## src/rtl/snapro_pkg.sv

```systemverilog
package snapro_pkg;
  localparam int unsigned TAG_BITS = 4;

  typedef struct packed {
    logic sel;
    logic deg;
    logic trk;
  } tag_t;
endpackage

```

## src/rtl/snapro_sync.sv

```systemverilog
module snapro_sync #(
  parameter int unsigned STAGES  = 2,
  parameter bit          RST_VAL = 1'b1
) (
  input  logic clk,
  input  logic rst_n,
  input  logic async_i,
  output logic level_o,
  output logic rise_o,
  output logic fall_o
);
  logic [STAGES-1:0] pipe_q, pipe_d;
  logic              last_q, last_d;

  always_comb begin
    pipe_d = {pipe_q[STAGES-2:0], async_i};
    last_d = pipe_q[STAGES-1];
  end

  always_ff @(posedge clk or negedge rst_n) begin
    if (!rst_n) begin
      pipe_q <= {STAGES{RST_VAL}};
      last_q <= RST_VAL;
    end else begin
      pipe_q <= pipe_d;
      last_q <= last_d;
    end
  end

  assign level_o = pipe_q[STAGES-1];
  assign rise_o  = pipe_q[STAGES-1] & ~last_q;
  assign fall_o  = ~pipe_q[STAGES-1] & last_q;
endmodule

```

## src/rtl/snapro_hold.sv

```systemverilog
module snapro_hold #(
  parameter int unsigned DATA_W = 12
) (
  input  logic              clk,
  input  logic              rst_n,
  input  logic              cap_en,
  input  logic [DATA_W-1:0] pos_i,
  input  logic [DATA_W-1:0] vel_i,
  output logic [DATA_W-1:0] pos_q,
  output logic [DATA_W-1:0] vel_q
);
  logic [DATA_W-1:0] pos_d, vel_d;

  always_comb begin
    pos_d = pos_q;
    vel_d = vel_q;
    if (cap_en) begin
      pos_d = pos_i;
      vel_d = vel_i;
    end
  end

  always_ff @(posedge clk or negedge rst_n) begin
    if (!rst_n) begin
      pos_q <= '0;
      vel_q <= '0;
    end else begin
      pos_q <= pos_d;
      vel_q <= vel_d;
    end
  end
endmodule

```

## src/rtl/snapro_frame.sv

```systemverilog
module snapro_frame
  import snapro_pkg::*;
#(
  parameter int unsigned DATA_W  = 12,
  localparam int unsigned FRAME_W = DATA_W + TAG_BITS
) (
  input  logic [DATA_W-1:0]  pos_i,
  input  logic [DATA_W-1:0]  vel_i,
  input  tag_t               tag_i,
  output logic [FRAME_W-1:0] frame_o
);
  logic [DATA_W-1:0]  pick;
  logic [FRAME_W-2:0] body;

  always_comb begin
    pick    = tag_i.sel ? pos_i : vel_i;
    body    = {pick, tag_i.sel, tag_i.deg, tag_i.trk};
    frame_o = {body, ~(^body)};
  end
endmodule

```

## src/rtl/snapro_shift.sv

```systemverilog
module snapro_shift #(
  parameter int unsigned FRAME_W = 16
) (
  input  logic               clk,
  input  logic               rst_n,
  input  logic               load_en,
  input  logic               shift_en,
  input  logic [FRAME_W-1:0] frame_i,
  output logic [FRAME_W-1:0] frame_q
);
  logic [FRAME_W-1:0] frame_d;

  always_comb begin
    frame_d = frame_q;
    if (load_en)
      frame_d = frame_i;
    else if (shift_en)
      frame_d = {frame_q[FRAME_W-2:0], 1'b0};
  end

  always_ff @(posedge clk or negedge rst_n) begin
    if (!rst_n) frame_q <= '0;
    else        frame_q <= frame_d;
  end
endmodule

```

## src/rtl/snapro_top.sv

```systemverilog
module snapro_top
  import snapro_pkg::*;
#(
  parameter int unsigned DATA_W      = 12,
  parameter int unsigned SYNC_STAGES = 2
) (
  input  logic              clk,
  input  logic              rst_n,
  input  logic [DATA_W-1:0] pos_in,
  input  logic [DATA_W-1:0] vel_in,
  input  logic              flt_deg,
  input  logic              flt_trk,
  input  logic              smp_n,
  input  logic              cs_n,
  input  logic              rd_n,
  input  logic              sel_pos,
  input  logic              ser_mode_n,
  input  logic              sclk_in,
  output logic [DATA_W-1:0] bus_o,
  output logic [DATA_W-1:0] bus_oe
);
  localparam int unsigned FRAME_W = DATA_W + TAG_BITS;
  localparam int unsigned N_SYNC  = 4;
  localparam int unsigned SO_IDX  = DATA_W - 1;
  localparam logic [N_SYNC-1:0] SYNC_RST = 4'b0111;

  logic [N_SYNC-1:0] raw_in, lvl, rise, fall;
  assign raw_in = {sclk_in, cs_n, rd_n, smp_n};

  for (genvar g = 0; g < N_SYNC; g++) begin : g_sync
    snapro_sync #(.STAGES(SYNC_STAGES), .RST_VAL(SYNC_RST[g])) u_sync (
      .clk(clk), .rst_n(rst_n), .async_i(raw_in[g]),
      .level_o(lvl[g]), .rise_o(rise[g]), .fall_o(fall[g])
    );
  end

  logic smp_fall, load_en, shift_en;
  assign smp_fall = fall[0];
  assign load_en  = fall[1] & ~lvl[2];
  assign shift_en = rise[3] & ~lvl[1] & ~lvl[2] & ~ser_mode_n;

  logic [DATA_W-1:0]  pos_q, vel_q;
  logic [FRAME_W-1:0] frame_nx, frame_q;
  tag_t               tag_now;

  assign tag_now = '{sel: sel_pos, deg: flt_deg, trk: flt_trk};

  snapro_hold #(.DATA_W(DATA_W)) u_hold (
    .clk(clk), .rst_n(rst_n), .cap_en(smp_fall),
    .pos_i(pos_in), .vel_i(vel_in), .pos_q(pos_q), .vel_q(vel_q)
  );

  snapro_frame #(.DATA_W(DATA_W)) u_frame (
    .pos_i(pos_q), .vel_i(vel_q), .tag_i(tag_now), .frame_o(frame_nx)
  );

  snapro_shift #(.FRAME_W(FRAME_W)) u_shift (
    .clk(clk), .rst_n(rst_n), .load_en(load_en), .shift_en(shift_en),
    .frame_i(frame_nx), .frame_q(frame_q)
  );

  logic rd_active;
  assign rd_active = ~cs_n & ~rd_n;

  always_comb begin
    bus_o  = '0;
    bus_oe = '0;
    if (ser_mode_n) begin
      bus_o  = frame_q[FRAME_W-1:TAG_BITS];
      bus_oe = {DATA_W{rd_active}};
    end else begin
      bus_o[SO_IDX]  = frame_q[FRAME_W-1];
      bus_oe[SO_IDX] = rd_active;
    end
  end
endmodule

```

## config.mk

```make
export PLATFORM = sky130hd
export DESIGN_NAME = snapro_top
export DESIGN_NICKNAME = d
export VERILOG_FILES = /design/src/rtl/snapro_pkg.sv /design/src/rtl/snapro_sync.sv /design/src/rtl/snapro_hold.sv /design/src/rtl/snapro_frame.sv /design/src/rtl/snapro_shift.sv /design/src/rtl/snapro_top.sv
export SDC_FILE = /design/constraint.sdc
export NUM_CORES = 1
export LEC_CHECK = 0
export ABC_AREA = 1
export CAP_MARGIN = 10
export CORE_MARGIN = 2
export CORE_UTILIZATION = 53
export CTS_BUF_LIST = sky130_fd_sc_hd__clkbuf_4
export DETAILED_ROUTE_END_ITERATION = 12
export PLACE_DENSITY = 0.84
export SYNTH_ARGS = -nofsm -noshare
export SYNTH_HDL_FRONTEND = slang
export SYNTH_SLANG_ARGS = --single-unit
```

## constraint.sdc

```tcl
create_clock -name clk -period 2.41 [get_ports clk]
set_input_delay 0.723 -clock clk [delete_from_list [all_inputs] [get_ports clk]]
set_output_delay 0.723 -clock clk [all_outputs]
set_load 0.1 [all_outputs]
```

-- Word-level counts from Yosys, hierarchy flattened
Cells that the tools add are included.
- mux-type cells: 5
- bitwise gates (word level): 16
- reductions and logical operators: 2
- operator list (operator ; count):
    two-way mux 16 bit ; 2
    two-way mux 11 bit ; 2
    parity 15 bit ; 1
    two-way mux 12 bit ; 1
    AND 1 bit ; 8
    inverter 1 bit ; 8
    nonzero test 2 bit ; 1
- bits in registers: 51
- input port bits: 34
- output and inout port bits: 24
- logic and storage cells: 33

-- Logic depth before layout (Yosys ltp)
- word-level depth: 7
- gate-level depth with buffers: 13
- mapped depth without buffers: 12

-- Cells and area by module
From an unflattened synthesis, not the netlist that was laid out.
- cells, all modules: 382
- area total of the unflattened synthesis: 2865.2 um2
- by module, submodules not included (module ; times used ; cells an instance ; area an instance (um2)):
    snapro_hold ; 1 ; 102 ; 974.7
    snapro_shift ; 1 ; 87 ; 759.5
    snapro_frame ; 1 ; 118 ; 534.3
    snapro_sync (g_sync[0].u_sync ...) ; 3 ; 7 ; 93.8
    snapro_top ; 1 ; 47 ; 225.2
    snapro_sync (g_sync[3].u_sync) ; 1 ; 7 ; 90.1

-- Worst setup path before layout
OpenSTA, ideal clock, no wires.
- path type: input port to output port
- from: input port rd_n
- to: output port bus_oe[10]
- arrival time: 4.096 ns
- required time: 1.687 ns
- setup slack: -2.409 ns
- stages: 2
- cell sequence: nor3b_1 buf_4
- word-level cells in the longest chain between the ends: 3
- RTL lines (what ; RTL line ; RTL):
    start, declared ; snapro_top.sv:15 ; input logic rd_n,
    inverter 1 bit ; snapro_top.sv:63 ; assign rd_active = ~cs_n & ~rd_n;
    AND 1 bit ; snapro_top.sv:63 ;
    two-way mux 11 bit ; snapro_top.sv:68 ; if (ser_mode_n) begin
    end, declared ; snapro_top.sv:20 ; output logic [DATA_W-1:0] bus_oe
Every way passes these cells.

-- Worst setup path in the final report
Ends and elaborated chain as after synthesis.

==> results by group <==
Run status
  • Status: finished clean

Synthesis
  • Fraction of registers with async set/reset: 1.000
  • Syn Nets: around 390
  • Synth top area cells: dfrtp_1 (39%), nand2_1 (14%), dfstp_2 (7.6%)
  • Seq cells post-synth: approximately 50
  • Mapped Area: 2760 sq um
  • Most common cell in the netlist: nand2_1
  • Post-synth top area share: 0.3898
  • Ys Warns: 0
  • Synth Instances: 354
  • Number of synthesized flops with an enable pin: 0
  • Seq/Total Area, Yosys: 0.4660
  • Main synth FF type: dfrtp_1
  • Largest area contributor in the netlist: dfrtp_1
  • Commonest cells in the netlist: nand2_1 (104), inv_1 (45), dfrtp_1 (43)
  • Synth cell types: 25
  • Mean post-synth cell area: around 7.8 sq um

Worst setup path
  • CP Capture Type: output port
  • Worst r2r path cells: 6
  • Critical path type: in -> out
  • Worst setup SP type: input port
  • CP required: about 1.7 ns
  • CP Max Fanout: 5
  • Crit path DAT: 1.67 ns

Place
  • Post-DP HPWL: between 4 and 5 mm
  • Post-Place Cell Area: around 3600 sq um
  • Dpl cells: 468
  • Number of port buffers: 57
  • Worst slack, placed: -0.1622 ns
  • GPL Wtd Cong: 0.8115

Global route
  • Total gr overflow: 0
  • Global-route wire length before repair: roughly 9.9 mm
  • Initial antenna violation count: 0
  • GRT Total Usage: 0.2144
  • Number of global-route vias before repair: ~2.2k
  • Largest net degree at the start of global routing: 30

Finish
  • Fin area: roughly 3800 sq um
  • Non-filler instance count after layout: 477
  • Number of antenna repair diodes: 0
  • Fin nets: 440
  • Area Growth Syn to Fin: 36.85%
  • Final Util: 0.7443
  • Fraction of layout cells with a size suffix above 1: 0.2310

Clock network
  • Level count of the clock H-tree: 2
  • Inserted Clock Buffers: 5
  • Clock Pin Slew Worst Setup and Hold Paths: ~0.14 ns
  • Worst-Skew Late Latency: ~0.38 ns
  • CTS tree: done
  • Clock buffer depth: 2
  • Hold_buf cts: 0
  • CTS Sinks: 51
  • Clock root buffer: clkbuf_4

Routing
  • First DRT Iteration DRCs: between 100 and 150
  • WL/cell: approximately 13 microns
  • Vias/cell: roughly 5
  • ANT nets after route: 0
  • DRC viols: 0
  • WL final: 6.039 mm
  • Drt pass-1 iters: 4
  • Vias post-DR: roughly 2.4k

Timing
  • Slew Limit Headroom: 0.5537
  • Skew final: roughly 0.013 ns
  • Slew Limit Fails: 0
  • Tcrit/Tclk final: 0.9912
  • Final Hold Fails: 0
  • Worst hold slack: between 0.3 and 0.4 ns
  • Min setup slack post-route: approximately 0.021 ns
  • Worst Tran Pin Value: roughly 0.67 ns
  • Final setup fails: 0
  • RSZ-0062 raised after global routing: false
  • Minimum clock period after layout: between 2 and 2.5 ns
  • FMAX: about 420 MHz

Die
  • Die Area: roughly 5800 sq um
  • # rows: 26
  • IO Pins: slightly below 60
  • Die Wd: ~76 microns
  • Initial Util: 0.5439
  • Core area: between 5000 and 6000 sq um
  • Die height: roughly 76 microns

Run
  • Maximum Capacitance Violations: 0

Power and ir drop
  • Static leakage: 0.001936 uW
  • Pwr dens: ~700 nW/um^2
  • VDD IR max: approximately 0.46 mV

Worst hold path
  • Worst hold path class: in -> async
[flip-flops by register name, summed over array words and instances, names as in the netlist]
register	cells
u_shift.frame_q	16
u_hold.vel_q	12
u_hold.pos_q	12
g_sync.u_sync.pipe_q	8
g_sync.u_sync.last_q	3
[through the flow]
stage	setup TNS (ns)	power, uW
floorplan	-5.030	1788
finish	0	2638
global placement	-1.771	2091
CTS	0	2640
global route	0	2786
detailed placement	-2.345	2135
[path summary, 6_finish.rpt]
check,slack (ns),startpoint,end
worst max-delay path,0.02,rd_n,bus_oe[10]
worst min-delay path,0.31,rst_n,u_hold.vel_q[11]
worst max register to register,0.53,g_sync[1].u_sync.pipe_q[1],u_shift.frame_q[6]
worst min register to register,0.37,g_sync[1].u_sync.pipe_q[0],g_sync[1].u_sync.pipe_q[1]
max in group asynchronous,1.51,rst_n,g_sync[2].u_sync.pipe_q[0]
min in group clk,0.37,g_sync[1].u_sync.pipe_q[0],g_sync[1].u_sync.pipe_q[1]
[worst max-delay path, stage by stage]
cell	delay (ns)
dlygate4sd2_1	0.27
nor3b_4	0.27
buf_8	0.22
buf_16	0.18
[power breakdown]
| part | internal (uW) | switching (uW) | leakage, uW | total [uW] |
|---|---|---|---|---|
| Clock | 219 | 274 | 0.0000452 | 493 |
| Sequential | 994 | 75.3 | 0.000589 | 1070 |
| Combinational | 392 | 683 | 0.00130 | 1080 |
| Total | 1600 | 1030 | 0.00194 | 2640 |
[cells in the final DEF (no fill, tap or decap), drive strengths merged]
cell             n
dfstp            8
clkdlybuf4s50   29
inv             50
o21ai           19
mux2             7
bufinv           1
a31oi            1
buf             39
dfrtp           43
a21oi           20
dlygate4sd2      2
clkbuf           5
nor2            24
nor3b            1
clkinv           3
xor2             1
clkdlybuf4s15    1
xnor2            1
nand3           15
o211ai          10
nand2          127
[cells by family (layout without fill, tap and decap cells)]
| family | after synthesis | in the layout | share of synthesized area |
|---|---|---|---|
| AOI/OAI and AO/OA | 50 | 50 | 0.1029 |
| xor gates and xnor gates | 2 | 2 | 0.006347 |
| buffers and inverters | 77 | 130 | 0.1346 |
| DFF | 51 | 51 | 0.4660 |
| muxes | 7 | 7 | 0.02856 |
| and+or+nand+nor | 167 | 167 | 0.2616 |
[layer usage]
metal	part of all wire	track usage
met3	0.054	0.04265
met1	0.38	0.2415
met5	0	0
met2	0.54	0.3991
met4	0.021	0.08182
[repair_timing]
item | CTS | global route
pin swaps | 0 | 1
resized for setup | 12 | 8
buffers inserted | 2 | 0
endpoints found under the setup margin | 23 | 11
cloned | 1 | 0
[cell type report]
cell class | instances | area, sq um
repair buffers | 71 | 1016
fillers | 383 | 1297
clock buffers | 5 | 37.54
inverters | 51 | 192.7
clock inverters | 3 | 43.79
flip-flops and latches | 51 | 1286
multi-input cells | 226 | 1114
well taps | 70 | 87.58
(Power assumes the default switching activity.)
